**src/rtl/pkt_framer.sv**
```systemverilog
module pkt_framer #(
  parameter int CHIP_CYCLES = 4
) (
  input  logic        clk,
  input  logic        rst_n,
  input  logic [1:0]  cfg_pre_len,
  input  logic [1:0]  cfg_sync_len,
  input  logic [31:0] cfg_sync_word,
  input  logic        cfg_manch_en,
  input  logic        cfg_lock_gate,
  input  logic        cfg_eof_cut,
  input  logic        wr_en,
  input  logic [7:0]  wr_data,
  input  logic        amp_on,
  input  logic        lock_det,
  output logic        rdy,
  output logic        tx_active,
  output logic        tx_data,
  output logic        amp_en,
  output logic        underrun
);
  localparam int CW = (CHIP_CYCLES > 1) ? $clog2(CHIP_CYCLES) : 1;
  localparam logic [CW-1:0] CLAST = CW'(CHIP_CYCLES - 1);

  typedef enum logic [2:0] {S_IDLE, S_LOAD, S_ARM, S_PRE, S_SYNC, S_PAY} st_t;

  st_t         st;
  logic [7:0]  buf_q, sh, left;
  logic        buf_full, half, amp_q, und_q;
  logic [2:0]  bit_idx;
  logic [1:0]  fcnt;
  logic [CW-1:0] ccnt;

  function automatic logic [7:0] sync_byte(input logic [1:0] i);
    case (i)
      2'd0:    return cfg_sync_word[31:24];
      2'd1:    return cfg_sync_word[23:16];
      2'd2:    return cfg_sync_word[15:8];
      default: return cfg_sync_word[7:0];
    endcase
  endfunction

  wire act      = (st == S_PRE) || (st == S_SYNC) || (st == S_PAY);
  wire chip_end = act && (ccnt == CLAST);
  wire manch    = cfg_manch_en && (st == S_PAY);
  wire go       = !cfg_lock_gate || (amp_on && lock_det);
  wire wr_ok    = wr_en && !buf_full && (st == S_ARM || act);

  assign rdy       = buf_full;
  assign tx_active = act;
  assign tx_data   = act && (manch && half ? ~sh[7] : sh[7]);
  assign amp_en    = amp_q;
  assign underrun  = und_q;

  always_ff @(posedge clk or negedge rst_n) begin
    if (!rst_n) begin
      st <= S_IDLE; buf_q <= '0; sh <= '0; left <= '0; buf_full <= 1'b0;
      half <= 1'b0; amp_q <= 1'b0; und_q <= 1'b0; bit_idx <= '0; fcnt <= '0; ccnt <= '0;
    end else begin
      ccnt <= (act && !chip_end) ? ccnt + 1'b1 : '0;
      if (wr_ok) begin
        buf_q <= wr_data;
        buf_full <= 1'b1;
      end
      case (st)
        S_IDLE: if (wr_en) begin
          left <= wr_data; buf_full <= 1'b1; amp_q <= 1'b1; und_q <= 1'b0; st <= S_LOAD;
        end
        S_LOAD: begin
          buf_full <= 1'b0; st <= S_ARM;
        end
        S_ARM: if (go) begin
          st <= S_PRE; sh <= 8'hAA; bit_idx <= '0; half <= 1'b0; fcnt <= '0;
        end
        default: if (chip_end) begin
          if (manch && !half) begin
            half <= 1'b1;
          end else begin
            half <= 1'b0;
            if (bit_idx != 3'd7) begin
              sh <= {sh[6:0], 1'b0};
              bit_idx <= bit_idx + 1'b1;
            end else begin
              bit_idx <= '0;
              if (st == S_PRE) begin
                if (fcnt != cfg_pre_len) begin
                  fcnt <= fcnt + 1'b1; sh <= 8'hAA;
                end else begin
                  fcnt <= '0; st <= S_SYNC; sh <= sync_byte(2'd0);
                end
              end else if (st == S_SYNC && fcnt != cfg_sync_len) begin
                fcnt <= fcnt + 1'b1; sh <= sync_byte(fcnt + 1'b1);
              end else if ((st == S_SYNC && left == 8'd0) || (st == S_PAY && left == 8'd1)) begin
                st <= S_IDLE; buf_full <= 1'b0;
                if (cfg_eof_cut) amp_q <= 1'b0;
              end else begin
                if (st == S_PAY) left <= left - 1'b1;
                if (buf_full) begin
                  sh <= buf_q; buf_full <= 1'b0; st <= S_PAY;
                end else begin
                  und_q <= 1'b1; amp_q <= 1'b0; st <= S_IDLE;
                end
              end
            end
          end
        end
      endcase
    end
  end

  AST_LOCK_GATE:   assert property (@(posedge clk) disable iff (!rst_n)
                     $rose(tx_active) && cfg_lock_gate |-> $past(amp_on && lock_det));
  AST_EOF_CUT:     assert property (@(posedge clk) disable iff (!rst_n)
                     $fell(tx_active) && cfg_eof_cut |-> !amp_en);
  AST_ACTIVE_AMP:  assert property (@(posedge clk) disable iff (!rst_n)
                     tx_active |-> amp_en);
  AST_UNDER_STOP:  assert property (@(posedge clk) disable iff (!rst_n)
                     $rose(underrun) |-> !tx_active && !amp_en);
  AST_CHIP_HOLD:   assert property (@(posedge clk) disable iff (!rst_n)
                     tx_active && $past(tx_active) && ccnt != '0 |-> $stable(tx_data));
  AST_BUF_KEEP:    assert property (@(posedge clk) disable iff (!rst_n)
                     $past(rdy) && rdy |-> $stable(buf_q));
endmodule

```
**config.mk**
```make
export PLATFORM = sky130hd
export DESIGN_NAME = pkt_framer
export DESIGN_NICKNAME = d
export VERILOG_FILES = /design/src/rtl/pkt_framer.sv
export SDC_FILE = /design/constraint.sdc
export NUM_CORES = 1
export LEC_CHECK = 0
export BUFFER_PORTS_ARGS = -buffer_cell sky130_fd_sc_hd__buf_2
export CORE_MARGIN = 1
export CORE_UTILIZATION = 45
export DETAILED_ROUTE_END_ITERATION = 10
export GPL_TIMING_DRIVEN = 0
export HOLD_SLACK_MARGIN = 0.15
export PLACE_DENSITY = 0.68
export SYNTH_ARGS = -nofsm -noshare
export SYNTH_HDL_FRONTEND = slang
export SYNTH_SLANG_ARGS = --single-unit
```
**constraint.sdc**
```tcl
create_clock -name clk -period 2.9 [get_ports clk]
set_input_delay 0.29 -clock clk [delete_from_list [all_inputs] [get_ports clk]]
set_output_delay 0.29 -clock clk [all_outputs]
set_load 0.01 [all_outputs]
```
Word level (Yosys, flattened, before mapping)
Cells that the tools add are included.
{ "op_classes": {"reduce_logical": 40, "n_eq_ne": 29, "add_sub_neg": 4, "n_bitwise": 3, "muxes": 79} }
{ "ops": {"columns": ["operator", "count"], "rows": [
  ["8-bit two-way mux", 17],
  ["3-bit two-way mux", 14],
  ["8-bit one-hot mux with 2 select lines", 2],
  ["1-bit two-way mux", 30],
  ["9-bit AND reduction", 3],
  ["8-bit one-hot mux with 3 select lines", 1],
  ["2-bit two-way mux", 8],
  ["1-bit logical AND", 12],
  ["2-bit by 1-bit inequality test with 1-bit output, second input constant", 6],
  ["6-bit AND reduction", 2],
  ["5-bit by 3-bit inequality test with 1-bit output, second input constant", 2],
  ["3-bit one-hot mux with 3 select lines", 1],
  ["8-bit by 1-bit == test with 1-bit output, second input constant", 1],
  ["8-bit zero test", 1],
  ["2-bit inequality test, second input constant", 4],
  ["4-bit by 2-bit inequality test with 1-bit output, second input constant", 2],
  ["8-bit by 1-bit subtractor with 8-bit output, second input constant", 1],
  ["7-bit AND reduction", 1],
  ["3-bit by 2-bit == test with 1-bit output, second input constant", 2],
  ["3-bit == test, second input constant", 2],
  ["1-bit one-hot mux with 2 select lines", 3],
  ["3-bit one-hot mux with 2 select lines", 1],
  ["2-bit nonzero test", 3],
  ["1-bit logical OR", 5],
  ["other kinds (22)", 31]
]} }
{ "word_totals": {"word_cells": 166, "output_inout_bits": 5, "in_bits": 52, "ff_bits": 38} }

Longest topological paths before layout
{ "logic_depth": {"word_depth": 14, "depth_mapped": 9, "mapped_depth_nobuf": 7} }

Least setup slack after synthesis
No wires, ideal clock.
{ "synth_timing": {"path_kind": "register to register", "start": "reg left[3]", "end": "reg sh[1]", "path_slack_ps": 716, "t_arrival_ps": 2102, "stages_incl_launch_ff": 7, "t_required_ps": 2819, "path_buffers": 1, "path_cell_list": "dfrtp_1 -> or4_4 -> o41a_1 -> o311ai_4 -> buf_6 -> inv_2 -> a31oi_2"} }
{ "synth_via": {"elab_chain_cells": 5, "elab_cells_between_ends": 7, "classes_between": "eq/ne: 2; reduce/logical: 5"} }
{ "synth_rtl": {"columns": ["item", "line", "text"], "rows": [
  ["start, declared", "28", "logic [7:0] buf_q, sh, left;"],
  ["start signal, assigned", "97", "if (st == S_PAY) left <= left - 1'b1;"],
  ["8-bit by 1-bit == test with 1-bit output or 8-bit zero test (tied branches)", "93", "end else if ((st == S_SYNC && left == 8'd0) || (st == S_PAY && left == 8'd1)) begin"],
  ["1-bit logical AND", "93", null],
  ["1-bit logical OR (*)", "93", null],
  ["5-bit inequality test (no line) (*)", null, null],
  ["6-bit AND reduction (no line) (*)", null, null],
  ["end signal, assigned", "81", "sh <= {sh[6:0], 1'b0};"],
  ["end signal, assigned", "92", "fcnt <= fcnt + 1'b1; sh <= sync_byte(fcnt + 1'b1);"],
  ["end, declared", "28", null]
]} }
Every way passes the cells marked *; elsewhere a longest branch is shown, timed or not.
A chain may end at the register's enable or synchronous reset.

Worst setup path in the final report
{ "layout_timing": {"start": "reg bit_idx[0]", "end": "reg sh[7]"} }
{ "layout_via": {"elab_chain_cells": 5, "elab_cells_between_ends": 8, "classes_between": "eq/ne: 2; mux: 4; reduce/logical: 2"} }
{ "layout_rtl": {"columns": ["item", "line", "text"], "rows": [
  ["start, declared", "30", "logic [2:0] bit_idx;"],
  ["start signal, assigned", "82", "bit_idx <= bit_idx + 1'b1;"],
  ["3-bit inequality test (*)", "80", "if (bit_idx != 3'd7) begin"],
  ["8-bit two-way mux", "80", null],
  ["8-bit two-way mux", "76", "if (manch && !half) begin"],
  ["8-bit two-way mux", "75", "default: if (chip_end) begin"],
  ["8-bit one-hot mux with 2 select lines", "65", "case (st)"]
]} }
Every way passes the cells marked *; elsewhere a longest branch is shown, timed or not. The select of a mux whose other input is x is not followed.

==> impl_metrics.json <==
{
  "initial_core_util_pct": 47.2,
  "netlist_instances": 292,
  "dr_total_vias": 2578,
  "synth_nets": 354,
  "synth_flop_cell": "dfrtp_1",
  "yosysWarnings": 0,
  "path_common_cell": "ha_1",
  "placementRows": 27,
  "cts_sinks": 38,
  "status": "complete, no violations",
  "synthArstFlopShare_pct": 100,
  "yosysTopAreaCellShare_pct": 36.3,
  "timing.rr.start": "bit_idx[0]$_DFFE_PN0P_",
  "gp_congestion": 0.886,
  "htreeDepth": 2,
  "min_period_ns": 2.68,
  "worstPathRequired_ns": 3.06,
  "clock_latency_ns": 0.29,
  "diodes": 0,
  "via_per_inst": 6.01,
  "grt_pass1_vias": 2531,
  "synth_top_family_by_area": "compound AO/OA/AOI/OAI gates",
  "place_hpwl_mm": 5.47,
  "endpoint_kind": "flip-flop",
  "root_buffer": "clkbuf_8",
  "finClkSkew_ns": 0.00514,
  "layout.nets": 418,
  "dpl_cell_area_mm2": 0.00299,
  "setup_viol": 0,
  "tns_ns": 0,
  "startpoint_type": "flip-flop",
  "die_h_um": 78.3,
  "p_leak_nw": 1.41,
  "synth_edf_count": 0,
  "die_w_um": 78.3,
  "drive_gt1_share_pct": 24.4,
  "grt-ovfl-total": 0,
  "fill_cells": 515,
  "critPathMaxStageDelay_ns": 0.62,
  "ys_seq_area_share_pct": 36.3,
  "die_area_mm2": 0.00613,
  "slew_violations": 0,
  "cts_buffers": 5,
  "slew_headroom_pct": 32.2,
  "timing.setup.critical_path_class": "reg -> reg",
  "ys_top_cells_by_area": "dfrtp_1 36%, ha_1 4.8%, mux2_2 3.9%",
  "synth_cell_types": 57,
  "synth-xor-area-share_pct": 1.34,
  "worst_slew_pin_slew_ns": 1.01,
  "irDropWorstVdd_uv": 506,
  "fmax_mhz": 373,
  "grt_pass1_wl_mm": 12.2,
  "synth_mux_area_share_pct": 5.02,
  "drv_cap": 0,
  "path_max_fanout": 10,
  "worstHoldStart": "wr_en",
  "cts.reportedPaths.clkPinSlew_ns": 0.08,
  "area.growth.synth_to_final_pct": 19.8,
  "power_density_mw_per_mm2": 1000,
  "wl_per_cell_um": 16.8,
  "yosysTopAreaCell": "dfrtp_1",
  "antenna_left": 0,
  "io_buffers": 56,
  "firstDrtPassIters": 6,
  "synth_area_mm2": 0.00262,
  "grt_max_degree": 39,
  "cts_buffer_depth": 2,
  "timing.rr.end": "sh[7]$_DFFE_PN0P_",
  "rr_worst_depth": 8,
  "crit_start": "bit_idx[0]$_DFFE_PN0P_",
  "core-area_mm2": 0.00554,
  "ys_ff_latch": 38,
  "synth-compound-area-share_pct": 30.0,
  "cp_slowest_cell": "a2111oi_1",
  "hold_violations": 0,
  "syn_avg_cell_area_um2": 8.96,
  "critPathArrivalTime_ns": 2.84,
  "reg2reg_slack_ns": 0.22,
  "cts_tree": "done",
  "wirelength_mm": 7.22,
  "whs_path_depth": 2,
  "initialDrtViolationCount": 247,
  "cp_top_family": "compound AO/OA/AOI/OAI gates",
  "synthAdderAreaFrac_pct": 4.78,
  "finalInstanceArea_mm2": 0.00314,
  "synthSimpleGateAreaFrac_pct": 17.2,
  "cp_num_buf_inv": 2,
  "io_pins": 57,
  "antenna_found_initial": 0,
  "drc": 0,
  "path_cells": "ha_1 -> ha_1 -> clkbuf_1 -> inv_1 -> nor2_1 -> a31oi_1 -> a2111oi_1 -> o31ai_1",
  "min_to": "underrun$_DFFE_PN0P_",
  "finalCritPeriodShare_pct": 92.4,
  "track_usage_pct": 25.6,
  "hold_class": "in -> reg",
  "rsz0062_at_grt": "false"
}
==> layout make-up <==
class	count	area [um2]	share of cell area [%]
clock buffers	5	68.8	2.19
plain buffers	20	88.8	2.83
multi-input cells	220	1530	48.7
repair buffers	57	290	9.25
well taps	72	90.1	2.87
clock inverters	3	68.8	2.19
inverters	14	52.6	1.68
flip-flops and latches	38	951	30.3
==> Yosys cell counts, drive strengths merged (3+ instances only) <==
cell,n
a222oi,7
nand2b,5
a21o,4
mux2,9
a32oi,5
o21ai,17
or2,3
dfrtp,38
nand2,25
inv,14
nor2,23
a21oi,11
o2111ai,4
a2111oi,4
o31ai,7
buf,4
clkbuf,16
o211a,3
and3,5
o22a,3
nor3,10
a21boi,3
a211oi,7
nor2b,4
nand3,7
a31oi,8
ha,10
o22ai,3
mux2i,3
==> report_power, final <==
group          internal, mW  switching, mW
Combinational         0.647          0.978
Clock                 0.345          0.207
Sequential            0.770          0.202
Total                  1.76           1.39
==> metal layers <==
layer	part of all wire [%]	wire length (um)	up-vias	GRT usage (%)
met1	46	3300	1236	35.1
met4	0.68	49	0	6.85
met3	5.8	418	7	4.77
met2	48	3460	96	41.2
met5	0	0	-	0
li1	-	-	1239	-
==> metrics by stage <==
stage,setup WS [ns],total power [mW],hold WS (ns),std cells,util [%]
after floorplan,0.716,2.12,-0.00559,292,-
final,0.219,3.15,0.235,429,56.6
after global routing,0.0145,3.40,0.246,429,56.6
after detailed placement,0.175,2.57,0.433,420,53.9
after global placement,0.190,2.53,0.431,420,53.9
after CTS,0.170,3.13,0.230,429,56.6
==> cells by family after synthesis <==
| kind of cell | count (synthesis) |
|---|---|
| xor gates and xnor gates | 4 |
| buffers and inverters | 34 |
| adders and majority gates | 10 |
| DFF | 38 |
| AOI/OAI and AO/OA | 102 |
| muxes | 12 |
| and+or+nand+nor | 92 |
==> worst max-delay path by stage <==
stage                        endpoint  slack [ns]  cells past startpoint
floorplan           sh[1]$_DFFE_PN0P_        0.72                      6
global placement    sh[7]$_DFFE_PN0P_        0.19                      8
detailed placement  sh[7]$_DFFE_PN0P_        0.17                      8
CTS                 sh[7]$_DFFE_PN0P_        0.17                      8
global route        sh[7]$_DFFE_PN0P_        0.01                      8
finish              sh[7]$_DFFE_PN0P_        0.22                      8
==> sequential cells by signal, indices dropped and copies added (netlist names), 2 cells and up <==
signal	count
bit_idx	3
buf_q	8
fcnt	2
ccnt	2
left	8
sh	8
st	3
==> repair_timing <==
action / in CTS / in global routing
setup buffers: 0 / 0
hold buffers: 1 / 0
endpoints found under the setup margin: 0 / 1
gates resized for setup: 0 / 1
endpoints found under the hold margin: 38 / 0
==> layout by cell type (no fill, tap or decap), types with 2 or more instances in the layout <==
cell       Yosys  layout
mux2i_1        3       3
or3_1          2       2
a32oi_1        5       5
a311oi_1       2       2
a222oi_1       7       7
nand2b_1       5       5
o21ai_0       17      17
nor3_1        10      10
nor2b_1        4       4
clkbuf_1      16      16
xnor2_1        2       2
a22oi_1        2       2
o2111ai_1      4       4
o211a_1        3       3
buf_2          2      58
nor4_1         2       2
a31oi_1        7       7
nor2_1        23      23
a21oi_1       11      11
or2_2          3       3
a21boi_0       3       3
o22a_1         3       3
nand2_1       24      24
o31ai_1        7       7
bufinv_16      0       2
mux2_2         9       9
a211oi_1       6       6
a21o_1         4       4
inv_1         13      13
xor2_1         2       2
o22ai_1        3       3
dfrtp_1       38      38
and3_1         5       5
o211ai_1       2       2
and3b_1        2       2
clkbuf_8       0       5
nand3_1        7       7
ha_1          10      10
a2111oi_0      4       3
Note: power is estimated with default switching activity, not from simulation.
